[config.mk]
export PLATFORM = sky130hd
export DESIGN_NAME = clk_sleep_ctrl
export DESIGN_NICKNAME = d
export VERILOG_FILES = /design/src/rtl/sleep_ctrl_pkg.sv /design/src/rtl/sleep_ctrl_decode.sv /design/src/rtl/sleep_ctrl_datapath.sv /design/src/rtl/clk_sleep_ctrl.sv
export SDC_FILE = /design/constraint.sdc
export NUM_CORES = 1
export LEC_CHECK = 0
export CAP_MARGIN = 40
export CORE_ASPECT_RATIO = 0.7
export CORE_MARGIN = 2
export CORE_UTILIZATION = 37
export DETAILED_ROUTE_END_ITERATION = 10
export GPL_TIMING_DRIVEN = 0
export PLACE_DENSITY = 0.8
export SYNTH_ARGS = -nofsm -noshare
export SYNTH_HDL_FRONTEND = slang
export SYNTH_HIERARCHICAL = 1
export SYNTH_SLANG_ARGS = --single-unit
[constraint.sdc]
create_clock -name clk -period 3 [get_ports clk]
set_input_delay 0.75 -clock clk [delete_from_list [all_inputs] [get_ports clk]]
set_output_delay 0.75 -clock clk [all_outputs]
set_load 0.03 [all_outputs]
[src/rtl/sleep_ctrl_pkg.sv]
package sleep_ctrl_pkg;

  // Handshake class encoding, two bits per unit in the UNIT_CLASS parameter
  typedef enum logic [1:0] {
    CLS_NONE   = 2'd0,  // treated as unconditional
    CLS_UNCOND = 2'd1,
    CLS_REQ    = 2'd2,
    CLS_INIT   = 2'd3
  } cls_e;

  localparam int MAX_UNITS = 32;

  // Decoded register access strobes from control to datapath
  typedef struct packed {
    logic wrEnable;
    logic wrForce;
    logic selEnable;
    logic selForce;
    logic selStatus;
  } strobe_t;

  // Default class map: units cycle through class 1, 2, 3
  function automatic logic [2*MAX_UNITS-1:0] cyclicClasses();
    logic [2*MAX_UNITS-1:0] r;
    r = '0;
    for (int i = 0; i < MAX_UNITS; i++) r[2*i +: 2] = 2'((i % 3) + 1);
    return r;
  endfunction

endpackage

[src/rtl/sleep_ctrl_decode.sv]
module sleep_ctrl_decode
  import sleep_ctrl_pkg::*;
#(
  parameter int ADDR_W = 10,
  parameter logic [ADDR_W-1:0] ADDR_STATUS = 10'h0B8,
  parameter logic [ADDR_W-1:0] ADDR_ENABLE = 10'h0B9,
  parameter logic [ADDR_W-1:0] ADDR_FORCE  = 10'h0BA
) (
  input  logic              clk,
  input  logic              rst_n,
  input  logic [ADDR_W-1:0] regAddr,
  input  logic              regWr,
  output strobe_t           strb
);

  always_comb begin
    strb           = '0;
    strb.selEnable = (regAddr == ADDR_ENABLE);
    strb.selForce  = (regAddr == ADDR_FORCE);
    strb.selStatus = (regAddr == ADDR_STATUS);
    strb.wrEnable  = regWr && strb.selEnable;
    strb.wrForce   = regWr && strb.selForce;
  end

  // a single access never reaches more than one register
  assert_one_target_R2: assert property (@(posedge clk) disable iff (!rst_n)
    $onehot0({strb.selEnable, strb.selForce, strb.selStatus}));

endmodule

[src/rtl/sleep_ctrl_datapath.sv]
module sleep_ctrl_datapath
  import sleep_ctrl_pkg::*;
#(
  parameter int NUM_UNITS = 17,
  parameter int DATA_W    = 32,
  parameter logic [2*MAX_UNITS-1:0] UNIT_CLASS = cyclicClasses()
) (
  input  logic                 clk,
  input  logic                 rst_n,
  input  strobe_t              strb,
  input  logic [DATA_W-1:0]    regWrData,
  input  logic [NUM_UNITS-1:0] unitReq,
  output logic [DATA_W-1:0]    rdData,
  output logic [NUM_UNITS-1:0] sleepN,
  output logic [NUM_UNITS-1:0] sleepInit
);

  localparam int RSV_W = DATA_W - NUM_UNITS;

  logic [NUM_UNITS-1:0] enQ, frcQ, enNext, frcNext;
  logic [NUM_UNITS-1:0] sleepQ, initQ, sleepD, initD;
  logic [NUM_UNITS-1:0] statusQ;
  logic                 armedQ;
  logic                 unusedRsv;

  assign unusedRsv = ^regWrData[RSV_W-1:0];

  for (genvar i = 0; i < NUM_UNITS; i++) begin : g_unit
    localparam int   BIT = DATA_W - 1 - i;
    localparam cls_e CLS = cls_e'(UNIT_CLASS[2*i +: 2]);

    // A write takes effect on its own edge
    assign enNext[i]  = strb.wrEnable ? regWrData[BIT] : enQ[i];
    assign frcNext[i] = strb.wrForce  ? regWrData[BIT] : frcQ[i];

    if (CLS == CLS_REQ) begin : g_req
      assign sleepD[i] = frcNext[i] | (enNext[i] & unitReq[i]);
      assign initD[i]  = 1'b0;

      assert_req_gates_sleep_R4: assert property (@(posedge clk) disable iff (!rst_n)
        (sleepQ[i] && !frcQ[i]) |-> ($past(unitReq[i]) && enQ[i]));
    end else if (CLS == CLS_INIT) begin : g_init
      assign sleepD[i] = frcNext[i] | (enNext[i] & initQ[i] & unitReq[i]);
      assign initD[i]  = frcNext[i] | enNext[i];

      assert_sleep_after_init_R5: assert property (@(posedge clk) disable iff (!rst_n)
        ($rose(sleepQ[i]) && !frcQ[i]) |-> $past(initQ[i]));
      assert_clear_drops_both_R6: assert property (@(posedge clk) disable iff (!rst_n)
        (!enNext[i] && !frcNext[i]) |=> (!sleepQ[i] && !initQ[i]));
    end else begin : g_uncond
      logic unusedReqBit;
      assign unusedReqBit = unitReq[i];
      assign sleepD[i]    = frcNext[i] | enNext[i];
      assign initD[i]     = 1'b0;
    end

    assert_force_sleeps_R7: assert property (@(posedge clk) disable iff (!rst_n)
      frcNext[i] |=> sleepQ[i]);
  end

  always_ff @(posedge clk or negedge rst_n) begin
    if (!rst_n) begin
      enQ     <= '0;
      frcQ    <= '0;
      sleepQ  <= '0;
      initQ   <= '0;
      statusQ <= '1;
      armedQ  <= 1'b0;
    end else begin
      enQ     <= enNext;
      frcQ    <= frcNext;
      sleepQ  <= sleepD;
      initQ   <= initD;
      statusQ <= sleepQ;
      armedQ  <= 1'b1;
    end
  end

  assign sleepN    = ~sleepQ;
  assign sleepInit = initQ;

  always_comb begin
    rdData = '0;
    for (int i = 0; i < NUM_UNITS; i++) begin
      if (strb.selEnable) rdData[DATA_W-1-i] = enQ[i];
      if (strb.selForce)  rdData[DATA_W-1-i] = frcQ[i];
      if (strb.selStatus) rdData[DATA_W-1-i] = statusQ[i];
    end
  end

  // status trails the sleep state by one clock
  assert_status_trails_R8: assert property (@(posedge clk) disable iff (!rst_n)
    armedQ |=> (statusQ == $past(sleepQ)));

endmodule

[src/rtl/clk_sleep_ctrl.sv]
module clk_sleep_ctrl
  import sleep_ctrl_pkg::*;
#(
  parameter int NUM_UNITS = 17,
  parameter int DATA_W    = 32,
  parameter int ADDR_W    = 10,
  parameter logic [ADDR_W-1:0] ADDR_STATUS = 10'h0B8,
  parameter logic [ADDR_W-1:0] ADDR_ENABLE = 10'h0B9,
  parameter logic [ADDR_W-1:0] ADDR_FORCE  = 10'h0BA,
  parameter logic [2*MAX_UNITS-1:0] UNIT_CLASS = cyclicClasses()
) (
  input  logic                 clk,
  input  logic                 rst_n,
  input  logic [ADDR_W-1:0]    regAddr,
  input  logic                 regWr,
  input  logic [DATA_W-1:0]    regWrData,
  output logic [DATA_W-1:0]    regRdData,
  input  logic [NUM_UNITS-1:0] unitReq,
  output logic [NUM_UNITS-1:0] sleepN,
  output logic [NUM_UNITS-1:0] sleepInit
);

  strobe_t strb;

  sleep_ctrl_decode #(
    .ADDR_W(ADDR_W), .ADDR_STATUS(ADDR_STATUS),
    .ADDR_ENABLE(ADDR_ENABLE), .ADDR_FORCE(ADDR_FORCE)
  ) u_decode (
    .clk(clk), .rst_n(rst_n), .regAddr(regAddr), .regWr(regWr), .strb(strb)
  );

  sleep_ctrl_datapath #(
    .NUM_UNITS(NUM_UNITS), .DATA_W(DATA_W), .UNIT_CLASS(UNIT_CLASS)
  ) u_datapath (
    .clk(clk), .rst_n(rst_n), .strb(strb), .regWrData(regWrData),
    .unitReq(unitReq), .rdData(regRdData), .sleepN(sleepN), .sleepInit(sleepInit)
  );

endmodule

==> results of run 1 <==
==> registers in the layout (all words and copies together), names as in the netlist <==
register              count
u_datapath/enQ           17
u_datapath/frcQ          17
u_datapath/sleepInit      5
u_datapath/sleepQ        17
u_datapath/statusQ       17
==> worst max-delay path, stage by stage <==
cell and delay (ns):
buf_6 0.09, or4b_4 0.61, nor4b_4 0.25, buf_6 0.16, clkbuf_16 0.14, nand3b_1 0.13
a21oi_4 0.19, buf_6 0.14
==> per-layer routing <==
layer	share of wire, %	routed length [um]	vias up	track usage, %
met1	46	3854	1165	24.03
met5	0	0	-	0
met2	47	3972	67	29.88
li1	-	-	1131	-
met4	1.8	150	0	7.765
met3	5.3	447	12	5.447
==> what timing repair did <==
item                       4_1_cts  5_1_grt
setup endpoints to repair       17       17
cloned                           4        0
pin swaps                       21       12
setup buffers                    9        2
resized for setup              178       25
hold buffers                     0        0
==> path summary, 6_finish.rpt <==
kind | to | cells after the start
setup / recovery | regRdData[15] | 8
hold / removal | u_datapath/frcQ[7] | 1
min in group clk | u_datapath/statusQ[8] | 0
setup reg to reg | u_datapath/sleepQ[12] | 2
max in group asynchronous | u_datapath/statusQ[13] | 2
hold reg to reg | u_datapath/statusQ[8] | 0
==> cell usage after synthesis (all sizes together) <==
master | number | area share [%]
nand4b | 1 | 0.27
a21oi | 34 | 5.2
nor3 | 1 | 0.15
dfrtp | 56 | 43
o21ai | 5 | 0.76
clkbuf | 7 | 0.80
or4b | 1 | 0.42
inv | 28 | 3.2
nor4 | 3 | 0.76
conb | 1 | 0.11
a21o | 6 | 1.4
mux2i | 10 | 3.1
or2 | 6 | 1.1
nand2 | 11 | 1.3
nor2b | 17 | 3.2
nand3b | 18 | 4.1
buf | 32 | 8.0
nor4b | 1 | 0.46
dfstp | 17 | 14
mux2 | 24 | 9.4
==> stage by stage <==
step	setup WS (ns)	total power [uW]
2_1_floorplan	-0.07489	1140
3_3_place_gp	-1.419	1236
3_5_place_dp	-1.442	1244
4_1_cts	-0.2624	2262
5_1_grt	-0.2501	2325
6_report	-0.2078	2234
==> cell type report <==
cell class                 count  area share [%]
multi-input combinational    165           27.36
inverter                      28           2.027
sequential                    73           35.64
timing repair buffer          95           18.89
buffer                        39           7.746
clock buffer                  16           5.430
tap                          120           2.896
==> power breakdown <==
part	switching, uW	internal, uW	total, uW
Clock	375	629	1000
Sequential	10.4	1010	1020
Combinational	114	96.4	210
Total	500	1730	2230
==> cell families (layout without fill, tap and decap cells) <==
logic type             count (synthesis)  count (layout)  synth area share, %
AND/OR/NAND/NOR                       59              59                11.82
flip-flops                            73              73                56.33
other                                  1              27               0.1143
AO/OA/AOI/OAI                         45              45                7.322
buffers and inverters                 67             178                11.98
multiplexers                          34              34                12.43
==> results.cfg, run 1 <==
[timing]
drv_slew = 0
setup_viol = 17
fmax_mhz = 311.7
hold_viol = 0
fin_skew_ns = 0.002971
fin_crit_sh_pct = 106.9
period_needed_ns = 3.208
setup_tns_ns = -2.384
whs_ns = 0.2781
setup_ws_ns = -0.2078
rsz0062_at_grt = true

[synthesis]
ys_ff_latch = 73
ys_seq_area_share_pct = 56.33
ys_types = 25
syn_area_um2 = 3281
avgSynthCellArea_um2 = 11.76
synthCells = 279
ys_warn_count = 6

[outcome]
violations = setup timing
status = complete, but fails checks

[die]
die_x_um = 116.5
initial_utilization_pct = 38.38
die_h_um = 82.78
io_pins = 128
core.rowCount = 28
core_um2 = 8548
dieArea_um2 = 9648

[drt]
drtIter0Drc = 109
num_vias = 2375
antenna_left = 0
routedWlPerCell_um = 15.72
dr.pass1.iters = 4
wirelength_um = 8424
viasPerCell = 4.431
drc_errors = 0

[pwr]
p_per_area_nw_per_um2 = 430.8
ir_drop_mv = 0.3926
leakagePower_uw = 0.002468

[place]
routabilityCongestion = 0.7375
dp_hpwl_um = 5584
place_area_um2 = 4531
numPortBuffers = 79
dp_cells = 505

[clock_network]
clockBufferDepth = 2
clock_sinks = 73
cts_made_buffers = 9
root_buffer = clkbuf_16
clk_pin_slew_ns = 0.05
htree_levels = 3
tritoncts = yes
clk_latency_ns = 0.33

[layout]
fill_cells = 688
design_area_um2 = 5185
drive_gt1_share_pct = 43.51
instances_no_fill = 536
ff_latch_area_um2 = 1848
layout_common_cells = dfrtp_1, clkdlybuf4s50_1, buf_4
final_core_util_pct = 60.66
n_antenna_cell = 0
syn_to_final_growth_pct = 58.05
multiInputGateArea_um2 = 1419
final_common_cell = dfrtp_1
nNetsFinal = 473

[min_path]
hp-class = in -> async

[setup_path]
crit_fanout = 5
r2r-start = u_datapath/frcQ[12]
worst_setup_path_end_kind = output pin
cp.required_ns = 2.25
critical_path_class = in -> out
cp-start-kind = input pin
r2r_slack_ns = 1.97
cp.arrival_ns = 2.46
cp-startpoint = regAddr[9]

[run]
cap_violations = 0

[global_routing]
antenna_found_initial = 0
overflow = 0
grt_max_degree = 60
grt_pass1_wl_um = 12870
grt_pass1_vias = 2471
grt_usage_pct = 18.67
Power figures use the tool's default switching activity.
==> run 2: changes to the inputs <==
--- a/config.mk
+++ b/config.mk
@@ -5,7 +5,6 @@
 export SDC_FILE = /design/constraint.sdc
 export NUM_CORES = 1
 export LEC_CHECK = 0
-export CAP_MARGIN = 40
 export CORE_ASPECT_RATIO = 0.7
 export CORE_MARGIN = 2
 export CORE_UTILIZATION = 37
==> run 2 against run 1 <==
The flow still finishes with violations (setup timing). Clock skew is essentially flat. Critical path depth is the same. Power grew 6.5%. Clock power grew 16%. Via count grew 1.4%. Sequential power is essentially flat. Register-to-register slack gained 0.02 ns. Final cell count shrank 0.19%. Sequential share of layout area grew 0.24 points. Routed wire length is essentially flat. Core utilization shrank 0.41 points.
==> results.cfg, run 2 (synthesized netlist as in run 1, its figures left out) <==
[outcome]
status = complete, but fails checks
violations = setup timing

[pwr]
leakagePower_uw = 0.002463
sw_frac_of_total_pct = 21.41
intPower_uw = 1871
p_seq_share_pct = 42.8
power.net_switching_uw = 509.6
p_total_uw = 2380
p_per_area_nw_per_um2 = 462.2
ir_drop_mv = 0.2542
power_frac_comb_pct = 8.6
clockPowerShare_pct = 48.5

[setup_path]
r2r-start = u_datapath/frcQ[12]
cpMaxStageDelayCell = or4b_4
critical_path_class = in -> out
cp.required_ns = 2.25
worst_setup_path_end_kind = output pin
slowest_delay_ns = 0.59
cp-start-kind = input pin
cpMostUsedCell = buf_6
cp.arrival_ns = 2.48
crit_fanout = 5
cp-startpoint = regAddr[2]
worstPathCellList = buf_6, or4b_4, nor4b_2, buf_4, clkbuf_16, nand3b_1, a21oi_4, buf_6

[drt]
dr.pass1.iters = 4
drtIter0Drc = 120
wirelength_um = 8430
routedWlPerCell_um = 15.76
drc_errors = 0
antenna_left = 0
num_vias = 2408
viasPerCell = 4.501

[timing]
fmax_mhz = 309.7
setup_ws_ns = -0.2294
fin_skew_ns = 0.002499
relSlewSlack_pct = 39.80
setup_viol = 17
setup_tns_ns = -3.057
fin_crit_sh_pct = 107.6
drv_slew = 0
period_needed_ns = 3.229
hold_viol = 0
worst_slew_pin_slew_ns = 0.9030
rsz0062_at_grt = true

[layout]
ff_latch_area_um2 = 1848
design_area_um2 = 5150
drive_gt1_share_pct = 41.45
final_common_cell = dfrtp_1
layout_common_cells = dfrtp_1, clkdlybuf4s50_1, buf_4
nNetsFinal = 472
multiInputGateArea_um2 = 1381
n_antenna_cell = 0
fill_cells = 740
syn_to_final_growth_pct = 56.98
final_core_util_pct = 60.25

[global_routing]
grt_max_degree = 74
grt_usage_pct = 18.01
antenna_found_initial = 0
grt_pass1_wl_um = 12520
overflow = 0
grt_pass1_vias = 2471

[clock_network]
tritoncts = yes
clockBufferDepth = 2
root_buffer = clkbuf_16
clock_sinks = 73
hold_buffers = 0
clk_latency_ns = 0.33
cts_made_buffers = 9
clk_pin_slew_ns = 0.05
htree_levels = 3

[place]
place_area_um2 = 4503
dp_hpwl_um = 5574
routabilityCongestion = 0.7375
numPortBuffers = 79
dp_slack_ns = -1.427

[die]
io_pins = 128
initial_utilization_pct = 38.38
die_h_um = 82.78
dieArea_um2 = 9648
core_um2 = 8548
core.rowCount = 28
die_x_um = 116.5

[run]
cap_violations = 0

[min_path]
hp-start = u_datapath/sleepQ[8]
hp-class = reg -> reg
run 2: critical path: cells and delay by family:
kind	cells	cell delay [ns]
AO/OA/AOI/OAI	1	0.18
buffers and inverters	4	0.58
AND/OR/NAND/NOR	3	0.96
run 2: metrics by stage:
step	instances	hold WS, ns
floorplan	305	0.3545
global placement	504	0.3584
detailed placement	504	0.3593
CTS	531	0.3718
global route	535	0.3809
finish	535	0.3701
run 2: metal layers:
layer,vias to the layer above,global-route usage [%],wire length [um]
met4,0,6.235,146
met2,77,30.23,3969
met1,1187,22.91,3803
met3,13,4.720,510
met5,-,0,0
li1,1131,-,-
run 2: final timing paths:
check	slack [ns]	endpoint	cells after the start
max reg2reg	1.99	u_datapath/sleepQ[12]	2
min	0.37	u_datapath/statusQ[8]	0
max	-0.23	regRdData[16]	8
max in group asynchronous	1.86	u_datapath/frcQ[3]	1
min in group asynchronous	0.55	u_datapath/sleepQ[4]	1
min reg2reg	0.37	u_datapath/statusQ[8]	0
run 2: final cells by class:
class                      count  area share [%]
sequential                    73           35.88
multi-input combinational    165           26.82
timing repair buffer          94           18.56
buffer                        39           7.362
clock buffer                  11           4.908
tap                          120           2.915
inverter                      28           2.041
clock inverter                 5           1.506
run 2: what timing repair did:
item | 4_1_cts | 5_1_grt
gates cloned | 2 | 2
setup endpoints to repair | 17 | 17
gates resized for setup | 162 | 18
pin swaps | 9 | 9
setup buffers | 9 | 2
run 2: power groups by stage:
stage	logic (uW)	registers [uW]	clock network, uW
after global placement	203	1030	0
after floorplan	104	1040	0
after detailed placement	206	1030	0
final	206	1020	1160
after global routing	222	1020	1220
after CTS	205	1020	1180
==> run 3: changes to the inputs <==
--- a/config.mk
+++ b/config.mk
@@ -5,12 +5,14 @@
 export SDC_FILE = /design/constraint.sdc
 export NUM_CORES = 1
 export LEC_CHECK = 0
+export CAP_MARGIN = 25
 export CORE_ASPECT_RATIO = 0.7
 export CORE_MARGIN = 2
 export CORE_UTILIZATION = 37
 export DETAILED_ROUTE_END_ITERATION = 10
+export DONT_BUFFER_PORTS = 1
 export GPL_TIMING_DRIVEN = 0
-export PLACE_DENSITY = 0.8
+export PLACE_DENSITY = 0.61
 export SYNTH_ARGS = -nofsm -noshare
 export SYNTH_HDL_FRONTEND = slang
 export SYNTH_HIERARCHICAL = 1
==> run 3 against run 2 <==
The run still ends with setup timing left. Die area stayed put. First-iteration DRC count is 28% lower. Flip-flop and latch count stayed put. Largest power group is now sequential cells. Highest routed layer unchanged.
==> results.cfg, run 3 (synthesized netlist as in run 1, its figures left out) <==
[place]
numPortBuffers = 0
routabilityCongestion = 0.7075
dp_hpwl_um = 4930
dp_cells = 425
dp_slack_ns = -0.4203

[layout]
nNetsFinal = 388
fill_cells = 763
final_core_util_pct = 51.11
drive_gt1_share_pct = 43.20
final_common_cell = dfrtp_1
instances_no_fill = 452
layout_common_cells = dfrtp_1, buf_4, inv_1
syn_to_final_growth_pct = 33.18

[setup_path]
cp.arrival_ns = 2.36
slowest_delay_ns = 0.59
cp.depth = 6
cp.required_ns = 2.25
cp-startpoint = regAddr[9]
cp-start-kind = input pin
timing.reg2reg.worst_path_depth = 2
crit_fanout = 10
crit_family = simple AND/OR/NAND/NOR gates
r2r_slack_ns = 1.99
cpMaxStageDelayCell = or4b_4
r2r-start = u_datapath/frcQ[3]
worst_setup_path_end_kind = output pin
worstPathCellList = or4b_4, nor4_4, buf_4, clkbuf_16, a21oi_1, a21oi_4
worst-path-buf-inv = 2
critical_path_class = in -> out

[run]
cap_violations = 0

[clock_network]
root_buffer = clkbuf_16
clk_latency_ns = 0.33
clockBufferDepth = 2
tritoncts = yes
clock_sinks = 73
hold_buffers = 0
cts_made_buffers = 9
htree_levels = 3
clk_pin_slew_ns = 0.05

[pwr]
p_total_uw = 2108
leakagePower_uw = 0.002068
sw_frac_of_total_pct = 21.84
ir_drop_mv = 0.3275
p_seq_share_pct = 48.6
power.net_switching_uw = 460.4
power_frac_comb_pct = 5.3
p_per_area_nw_per_um2 = 482.5
clockPowerShare_pct = 46.1
intPower_uw = 1648

[drt]
routedWlPerCell_um = 16.61
viasPerCell = 4.580
num_vias = 2070
drc_errors = 0
dr.pass1.iters = 4
antenna_left = 0
drtIter0Drc = 86
wirelength_um = 7508

[timing]
fin_crit_sh_pct = 103.8
fin_skew_ns = 0.002659
setup_ws_ns = -0.1147
fmax_mhz = 321.1
period_needed_ns = 3.115
hold_viol = 0
whs_ns = 0.1165
rsz0062_at_grt = true
drv_slew = 0
setup_viol = 17

[outcome]
violations = setup timing
status = complete, but fails checks

[global_routing]
overflow = 0
grt_pass1_vias = 2061
grt_max_degree = 74
grt_usage_pct = 16.27
antenna_found_initial = 0
grt_pass1_wl_um = 11250

[die]
die_x_um = 116.5
die_h_um = 82.78
dieArea_um2 = 9648
initial_utilization_pct = 38.38
io_pins = 128
core.rowCount = 28
core_um2 = 8548

[min_path]
hp-class = in -> async
[run 3: changes by cell type in the layout (fill, tap and decap cells not counted), sizes merged]
cell	delta
clkdlybuf4s50	-51
buf	-27
dlygate4sd2	-5
bufinv	-2
clkbuf	+1
clkinv	+1
clkinvlp	-1
diode	+1
[run 3: power groups by stage]
stage	Sequential, uW	Clock [uW]	Combinational, uW
6_report	1020	973	112
5_1_grt	1030	1050	121
4_1_cts	1020	1010	110
3_5_place_dp	1040	0	108
3_3_place_gp	1040	0	108
2_1_floorplan	1040	0	104
[run 3: final timing paths]
check                                              end
worst min register to register  u_datapath/statusQ[14]
worst min-delay path              u_datapath/sleepQ[4]
min in group clk                u_datapath/statusQ[14]
worst max-delay path                     regRdData[17]
worst max register to register    u_datapath/sleepQ[3]
max in group asynchronous        u_datapath/statusQ[0]
[run 3: cell type report]
| cell class | instances | area [um^2] | area share (%) |
|---|---|---|---|
| Clock buffer | 13 | 260.3 | 5.956 |
| Inverter | 28 | 105.1 | 2.406 |
| Multi-Input combinational cell | 165 | 1478 | 33.82 |
| Sequential cell | 73 | 1848 | 42.30 |
| Buffer | 39 | 414.1 | 9.479 |
| Tap cell | 120 | 150.1 | 3.436 |
| Timing Repair Buffer | 10 | 96.34 | 2.205 |
| Clock inverter | 3 | 15.01 | 0.3436 |
| Antenna cell | 1 | 2.502 | 0.05727 |
[run 3: stage by stage]
step | setup TNS [ns] | instance area [um^2]
after detailed placement | -6.458 | 3715
after CTS | -1.836 | 4300
after global routing | -2.491 | 4367
final | -1.540 | 4369
after floorplan | -0.7769 | 3565
after global placement | -6.513 | 3715
[run 3: metal layers]
layer / wire, um / share of wire [%] / vias up / track usage (%)
li1: - / - / 962 / -
met1: 3457 / 46 / 1031 / 21.10
met2: 3373 / 45 / 72 / 24.48
met3: 628 / 8.4 / 5 / 7.117
met4: 48 / 0.64 / 0 / 5.647
met5: 0 / 0 / - / 0
[run 3: repair_timing]
item,4_1_cts,5_1_grt
gates resized for setup,41,12
pin swaps,27,12
endpoints found under the setup margin,17,17
buffers inserted,7,0
gates cloned,1,2
